## src/rtl/mac_long_pkg.sv

```systemverilog
package mac_long_pkg;
   typedef enum logic [1:0] {
      FLG_V = 2'd0,
      FLG_C = 2'd1,
      FLG_Z = 2'd2,
      FLG_N = 2'd3
   } flag_pos_e;

   typedef struct packed {
      logic long_m;
      logic sign_m;
      logic acc_m;
      logic setf_m;
   } mac_mode_t;
endpackage

```

## src/rtl/mac_array_depth.sv

```systemverilog
module mac_array_depth #(
   parameter int WIDTH  = 32,
   parameter int STEP_W = 8,
   localparam int NGRP  = WIDTH / STEP_W,
   localparam int CNT_W = $clog2(NGRP + 1)
) (
   input  logic [WIDTH-1:0] mult_b,
   output logic [CNT_W-1:0] depth
);
   logic [NGRP-1:0] upper_same;

   assign upper_same[0] = 1'b0;
   for (genvar g = 1; g < NGRP; g++) begin : g_grp
      assign upper_same[g] = (&mult_b[WIDTH-1:g*STEP_W]) | ~(|mult_b[WIDTH-1:g*STEP_W]);
   end

   always_comb begin
      depth = CNT_W'(NGRP);
      for (int g = NGRP - 1; g >= 1; g--) begin
         if (upper_same[g]) depth = CNT_W'(g);
      end
   end
endmodule

```

## src/rtl/mac_legality.sv

```systemverilog
module mac_legality #(
   parameter int IDX_W  = 4,
   parameter int PC_IDX = 15
) (
   input  logic             long_m,
   input  logic [IDX_W-1:0] i_dst,
   input  logic [IDX_W-1:0] i_dst_lo,
   input  logic [IDX_W-1:0] i_acc,
   input  logic [IDX_W-1:0] i_ma,
   input  logic [IDX_W-1:0] i_mb,
   output logic             bad
);
   localparam logic [IDX_W-1:0] PCV = IDX_W'(PC_IDX);
   logic pc_common, pc_mode, overlap;

   always_comb begin
      pc_common = (i_dst == PCV) || (i_ma == PCV) || (i_mb == PCV);
      pc_mode   = long_m ? (i_dst_lo == PCV) : (i_acc == PCV);
      overlap   = !long_m && (i_dst == i_ma);
      bad       = pc_common || pc_mode || overlap;
   end
endmodule

```

## src/rtl/mac_datapath.sv

```systemverilog
module mac_datapath
   import mac_long_pkg::*;
#(
   parameter int WIDTH = 32
) (
   input  mac_mode_t        mode,
   input  logic [WIDTH-1:0] a,
   input  logic [WIDTH-1:0] b,
   input  logic [WIDTH-1:0] acc_l,
   input  logic [WIDTH-1:0] acc_h,
   output logic [WIDTH-1:0] r_lo,
   output logic [WIDTH-1:0] r_hi,
   output logic [3:0]       nzcv
);
   localparam int DW = 2 * WIDTH;
   logic [DW-1:0] ext_a, ext_b, prod, acc_v, sum;
   logic          sx;

   always_comb begin
      sx    = mode.long_m && mode.sign_m;
      ext_a = {{WIDTH{sx & a[WIDTH-1]}}, a};
      ext_b = {{WIDTH{sx & b[WIDTH-1]}}, b};
      prod  = ext_a * ext_b;
      acc_v = '0;
      if (mode.acc_m) acc_v = mode.long_m ? {acc_h, acc_l} : {{WIDTH{1'b0}}, acc_l};
      sum   = prod + acc_v;
      r_lo  = sum[WIDTH-1:0];
      r_hi  = mode.long_m ? sum[DW-1:WIDTH] : '0;
      nzcv  = '0;
      nzcv[FLG_N] = mode.long_m ? sum[DW-1] : sum[WIDTH-1];
      nzcv[FLG_Z] = mode.long_m ? (sum == '0) : (sum[WIDTH-1:0] == '0);
   end
endmodule

```

## src/rtl/mac_long_unit.sv

```systemverilog
module mac_long_unit
   import mac_long_pkg::*;
#(
   parameter int WIDTH  = 32,
   parameter int STEP_W = 8,
   parameter int IDX_W  = 4,
   parameter int PC_IDX = 15,
   localparam int NGRP  = WIDTH / STEP_W,
   localparam int MAXL  = NGRP + 2,
   localparam int LAT_W = $clog2(MAXL + 1),
   localparam int DEP_W = $clog2(NGRP + 1)
) (
   input  logic             clk,
   input  logic             rst_n,
   input  logic             start,
   input  logic [WIDTH-1:0] op_a,
   input  logic [WIDTH-1:0] op_b,
   input  logic [WIDTH-1:0] acc_lo,
   input  logic [WIDTH-1:0] acc_hi,
   input  logic             long_mode,
   input  logic             sign_mode,
   input  logic             acc_en,
   input  logic             set_flags,
   input  logic [3:0]       flags_in,
   input  logic [IDX_W-1:0] idx_dst,
   input  logic [IDX_W-1:0] idx_dst_lo,
   input  logic [IDX_W-1:0] idx_acc,
   input  logic [IDX_W-1:0] idx_mul_a,
   input  logic [IDX_W-1:0] idx_mul_b,
   output logic [WIDTH-1:0] res_lo,
   output logic [WIDTH-1:0] res_hi,
   output logic             busy,
   output logic             done,
   output logic [LAT_W-1:0] lat_cycles,
   output logic [3:0]       flags_out,
   output logic             illegal
);
   if (WIDTH % STEP_W != 0) begin : g_chk_div
      $error("WIDTH must be a multiple of STEP_W");
   end
   if (NGRP < 2) begin : g_chk_grp
      $error("need at least two multiplier groups");
   end
   if (PC_IDX >= (1 << IDX_W)) begin : g_chk_pc
      $error("PC_IDX does not fit IDX_W");
   end

   logic [DEP_W-1:0] dep_now;
   logic             bad_now;
   logic [LAT_W-1:0] lat_now;
   mac_mode_t        mode_q;
   logic [WIDTH-1:0] a_q, b_q, al_q, ah_q;
   logic [3:0]       fin_q;
   logic [LAT_W-1:0] cnt_q;
   logic [WIDTH-1:0] dp_lo, dp_hi;
   logic [3:0]       dp_f;
   logic             accept;

   mac_array_depth #(.WIDTH(WIDTH), .STEP_W(STEP_W)) u_depth (
      .mult_b (op_b),
      .depth  (dep_now)
   );

   mac_legality #(.IDX_W(IDX_W), .PC_IDX(PC_IDX)) u_legal (
      .long_m   (long_mode),
      .i_dst    (idx_dst),
      .i_dst_lo (idx_dst_lo),
      .i_acc    (idx_acc),
      .i_ma     (idx_mul_a),
      .i_mb     (idx_mul_b),
      .bad      (bad_now)
   );

   mac_datapath #(.WIDTH(WIDTH)) u_dp (
      .mode  (mode_q),
      .a     (a_q),
      .b     (b_q),
      .acc_l (al_q),
      .acc_h (ah_q),
      .r_lo  (dp_lo),
      .r_hi  (dp_hi),
      .nzcv  (dp_f)
   );

   assign lat_now = LAT_W'(dep_now) + LAT_W'(acc_en) + LAT_W'(long_mode);
   assign accept  = start && !busy;

   always_ff @(posedge clk or negedge rst_n) begin
      if (!rst_n) begin
         mode_q     <= '0;
         a_q        <= '0;
         b_q        <= '0;
         al_q       <= '0;
         ah_q       <= '0;
         fin_q      <= '0;
         cnt_q      <= '0;
         busy       <= 1'b0;
         done       <= 1'b0;
         illegal    <= 1'b0;
         lat_cycles <= '0;
         res_lo     <= '0;
         res_hi     <= '0;
         flags_out  <= '0;
      end else begin
         done    <= 1'b0;
         illegal <= 1'b0;
         if (busy) begin
            if (cnt_q == LAT_W'(1)) begin
               busy      <= 1'b0;
               done      <= 1'b1;
               res_lo    <= dp_lo;
               res_hi    <= dp_hi;
               flags_out <= mode_q.setf_m ? dp_f : fin_q;
            end else begin
               cnt_q <= cnt_q - LAT_W'(1);
            end
         end else if (accept) begin
            if (bad_now) begin
               done       <= 1'b1;
               illegal    <= 1'b1;
               lat_cycles <= '0;
            end else begin
               busy       <= 1'b1;
               cnt_q      <= lat_now;
               lat_cycles <= lat_now;
               mode_q     <= '{long_m: long_mode, sign_m: sign_mode,
                               acc_m: acc_en, setf_m: set_flags};
               a_q        <= op_a;
               b_q        <= op_b;
               al_q       <= acc_lo;
               ah_q       <= acc_hi;
               fin_q      <= flags_in;
            end
         end
      end
   end
endmodule

```

## config.mk

```make
export PLATFORM = sky130hd
export DESIGN_NAME = mac_long_unit
export DESIGN_NICKNAME = d
export VERILOG_FILES = /design/src/rtl/mac_long_pkg.sv /design/src/rtl/mac_array_depth.sv /design/src/rtl/mac_legality.sv /design/src/rtl/mac_datapath.sv /design/src/rtl/mac_long_unit.sv
export SDC_FILE = /design/constraint.sdc
export NUM_CORES = 2
export LEC_CHECK = 0
export BUFFER_PORTS_ARGS = -buffer_cell sky130_fd_sc_hd__buf_4
export CAP_MARGIN = 10
export CORE_MARGIN = 2
export CORE_UTILIZATION = 55
export CTS_CLUSTER_DIAMETER = 50
export DETAILED_ROUTE_END_ITERATION = 10
export PLACE_DENSITY = 0.82
export SKIP_LAST_GASP = 1
export SYNTH_ARGS = -nofsm -noshare
export SYNTH_HDL_FRONTEND = slang
export SYNTH_SLANG_ARGS = --single-unit
export TNS_END_PERCENT = 10
```

## constraint.sdc

```tcl
create_clock -name clk -period 9 [get_ports clk]
set_clock_uncertainty 0.2 [all_clocks]
set_input_delay 1.35 -clock clk [delete_from_list [all_inputs] [get_ports clk]]
set_output_delay 1.35 -clock clk [all_outputs]
set_load 0.01 [all_outputs]
```

==> impl_metrics.toml <==
[run_status]
outcome = "completed"

[worst_setup_path]
crit_slowest_cell = "dfrtp_1"
crit_path_start_kind = "flip-flop"
endpoint_kind = "flip-flop"
path_common_cell = "fa_1"
crit_path_max_fanout = 15
critPathMaxStageDelay_ns = 0.80
crit_arrival_ns = 8.95
critPathKind = "flip-flop to flip-flop"
required_ns = 9.27

[clock_network]
clk_pin_slew_ns = 0.06
cts_num_sinks = 213
cts-root-buf = "clkbuf_16"
insertion_delay_ns = 0.60
cts_buffer_depth = 3
cts_max_level = 2
cts_buffers = 38
tritoncts = "built"

[placement]
dpl_cell_area_um2 = 53600
dp_cells = 6500
place.gp.congestion = 0.972
dp_hpwl_um = 116000
port_buffers = 232

[synth]
synth.area.mux_share_pct = 3.21
synth_top_area_share_pct = 49.4
synth_cell_types = 79
ys_ff_latch = 213
async_flop_share_pct = 100
synth_top_family_by_area = "adder cells"
yosysWarnings = 0
synth_ff_type = "dfrtp_1"
syn_area_um2 = 49600
post-synth-top-area-cell = "fa_1"
synth_seq_area_share_pct = 10.7
yosys.area_share.adder_pct = 55.2
synth_edf_count = 0
syn_nets = 6791
synth-xor-area-share_pct = 1.43
synth_compound_area_share_pct = 4.09
syn_inst = 5177
avgSynthCellArea_um2 = 9.58
yosys.area_share.simple_pct = 14.3
synthTopCellsByArea = "fa_1, dfrtp_1, inv_1"

[routing]
drt-total-wl_um = 139000
vias = 36900
drt_iter0_markers = 2855
final_antenna_net_count = 0
wire_per_inst_um = 21.1
drtPass1Iterations = 6
drcViolationCount = 0
avgViaCountPerCell = 5.61

[cells_and_area]
num_antenna_cells = 0
design_area_um2 = 55000
area_growth_pct = 10.8
nFillCells = 7101
finalNonFillerCells = 6574
multi_input_area_um2 = 38900
seq_area_um2 = 5350
fin_nets = 6984
drive_gt1_share_pct = 13.3

[die]
dieArea_um2 = 92600
die_y_um = 304
start_util_pct = 55.3
core_um2 = 89700
die_w_um = 304
num_io_pins = 233
rows = 110

[timing]
post-route-period-util_pct = 96.5
setup-violations-final = 0
max_freq_mhz = 115
finalMaxSlewViolations = 0
max-slew-margin-rel_pct = 17.4
worst_pin_slew_ns = 1.24
period_needed_ns = 8.68
hold_violations = 0
setup_tns_ns = 0
rsz0062_at_grt = "true"

[min_path]
hold_path_class = "flip-flop to flip-flop"

[global_route]
grt_overflow_total = 0
track_usage_pct = 31.4
grt_max_degree = 83
antenna_found_initial = 2
grt_pass1_wl_um = 226000
grt_pass1_vias = 41100

[job]
drv_cap = 0
-- sequential cells by signal, indices dropped and copies added (netlist names) --
register	cells
res_hi	32
illegal	1
flags_out	4
res_lo	32
mode_q	4
lat_cycles	3
ah_q	32
cnt_q	3
done	1
fin_q	4
al_q	32
a_q	32
busy	1
b_q	32
-- final timing paths --
check | from | to | slack, ns | cells past startpoint
worst max-delay path | a_q[19]$_DFFE_PN0P_ | flags_out[3]$_DFFE_PN0P_ | 0.32 | 26
worst min-delay path | res_lo[0]$_DFFE_PN0P_ | res_lo[0]$_DFFE_PN0P_ | 0.28 | 2
worst max register to register | a_q[19]$_DFFE_PN0P_ | flags_out[3]$_DFFE_PN0P_ | 0.32 | 26
worst min register to register | res_lo[0]$_DFFE_PN0P_ | res_lo[0]$_DFFE_PN0P_ | 0.28 | 2
max in group asynchronous | rst_n | mode_q[1]$_DFFE_PN0P_ | 6.35 | 2
min in group asynchronous | rst_n | a_q[1]$_DFFE_PN0P_ | 0.57 | 1
-- synth_stat cells, types with 4 or more instances --
cell and number:
o21a_1 7, nand2b_1 9, o31ai_1 5, a21oi_2 6, a31oi_1 11, inv_1 1155
nand2_1 917, mux2_2 135, o21ai_1 9, mux2i_1 7, fa_1 1224, o21bai_1 8
or3_1 5, a22oi_1 4, buf_2 7, nor2b_1 9, nor2_1 82, nand3b_1 4
ha_1 231, nand4_1 40, o21ai_0 88, or2_2 12, and2_1 331, dfrtp_1 213
xnor2_1 56, nor4_1 13, xor2_1 25, or4_1 4, a211oi_1 9, nor3_1 19
a21oi_1 81, a22o_1 14, clkbuf_1 289, nand3_1 22, and4_1 6, and3_1 39
a21o_1 15
-- metrics by stage --
step	hold slack [ns]	worst slack, ns	utilization [%]
3_5_place_dp	0.266	0.131	59.7
2_1_floorplan	0.272	0.195	-
5_1_grt	0.307	-0.00617	61.3
4_1_cts	0.281	0.112	61.1
6_report	0.277	0.317	61.3
3_3_place_gp	0.254	0.259	59.7
-- repair_timing --
item / 4_1_cts / 5_1_grt
resized for setup: 0 / 30
endpoints found under the hold margin: 0 / 0
buffers inserted: 0 / 6
hold buffers: 0 / 0
endpoints found under the setup margin: 0 / 3
-- worst max-delay path, delay by kind of cell, from the launching register on --
family	cells	cell delay [ns]
AND/OR/NAND/NOR	2	0.34
AO/OA/AOI/OAI	10	2.00
buffers and inverters	5	0.70
flip-flops	1	0.80
adder cells (fa/ha/maj)	9	4.51
-- logic make-up (layout without fill, tap and decap cells) --
family	Yosys count	in the layout
simple gates	1528	1528
fa+ha+maj	1455	1455
buf+inv	1453	1674
compound gates	305	305
flops	213	213
mux	142	142
xor+xnor	81	81
-- cells in the final DEF, fill, tap and decap left out, types with 55 or more instances in the layout --
master and count:
fa_1 1224, inv_1 1152, nand2_1 916, buf_4 425, and2_1 331, ha_1 229
dfrtp_1 197, mux2_2 135, o21ai_0 88, nor2_1 81, a21oi_1 81, xnor2_1 55
-- metal layers --
layer  global-route usage (%)  vias to the layer above  wire length (um)
li1                         -                    15600                 -
met5                        0                        -                33
met4                     15.7                        2              8220
met1                     41.0                    18900             52400
met2                     49.9                     1925             64500
met3                     6.98                      439             13500
-- layout make-up --
class	count	area share (%)
Sequential cell	213	9.73
Clock inverter	20	0.432
Inverter	1155	7.90
Multi-Input combinational cell	3511	70.7
Timing Repair Buffer	451	6.71
Tap cell	1176	2.68
Clock buffer	48	1.89
Power is left out: the tool's default activity adds up to more than one toggle a clock period on the data nets, which glitch-free logic cannot reach.
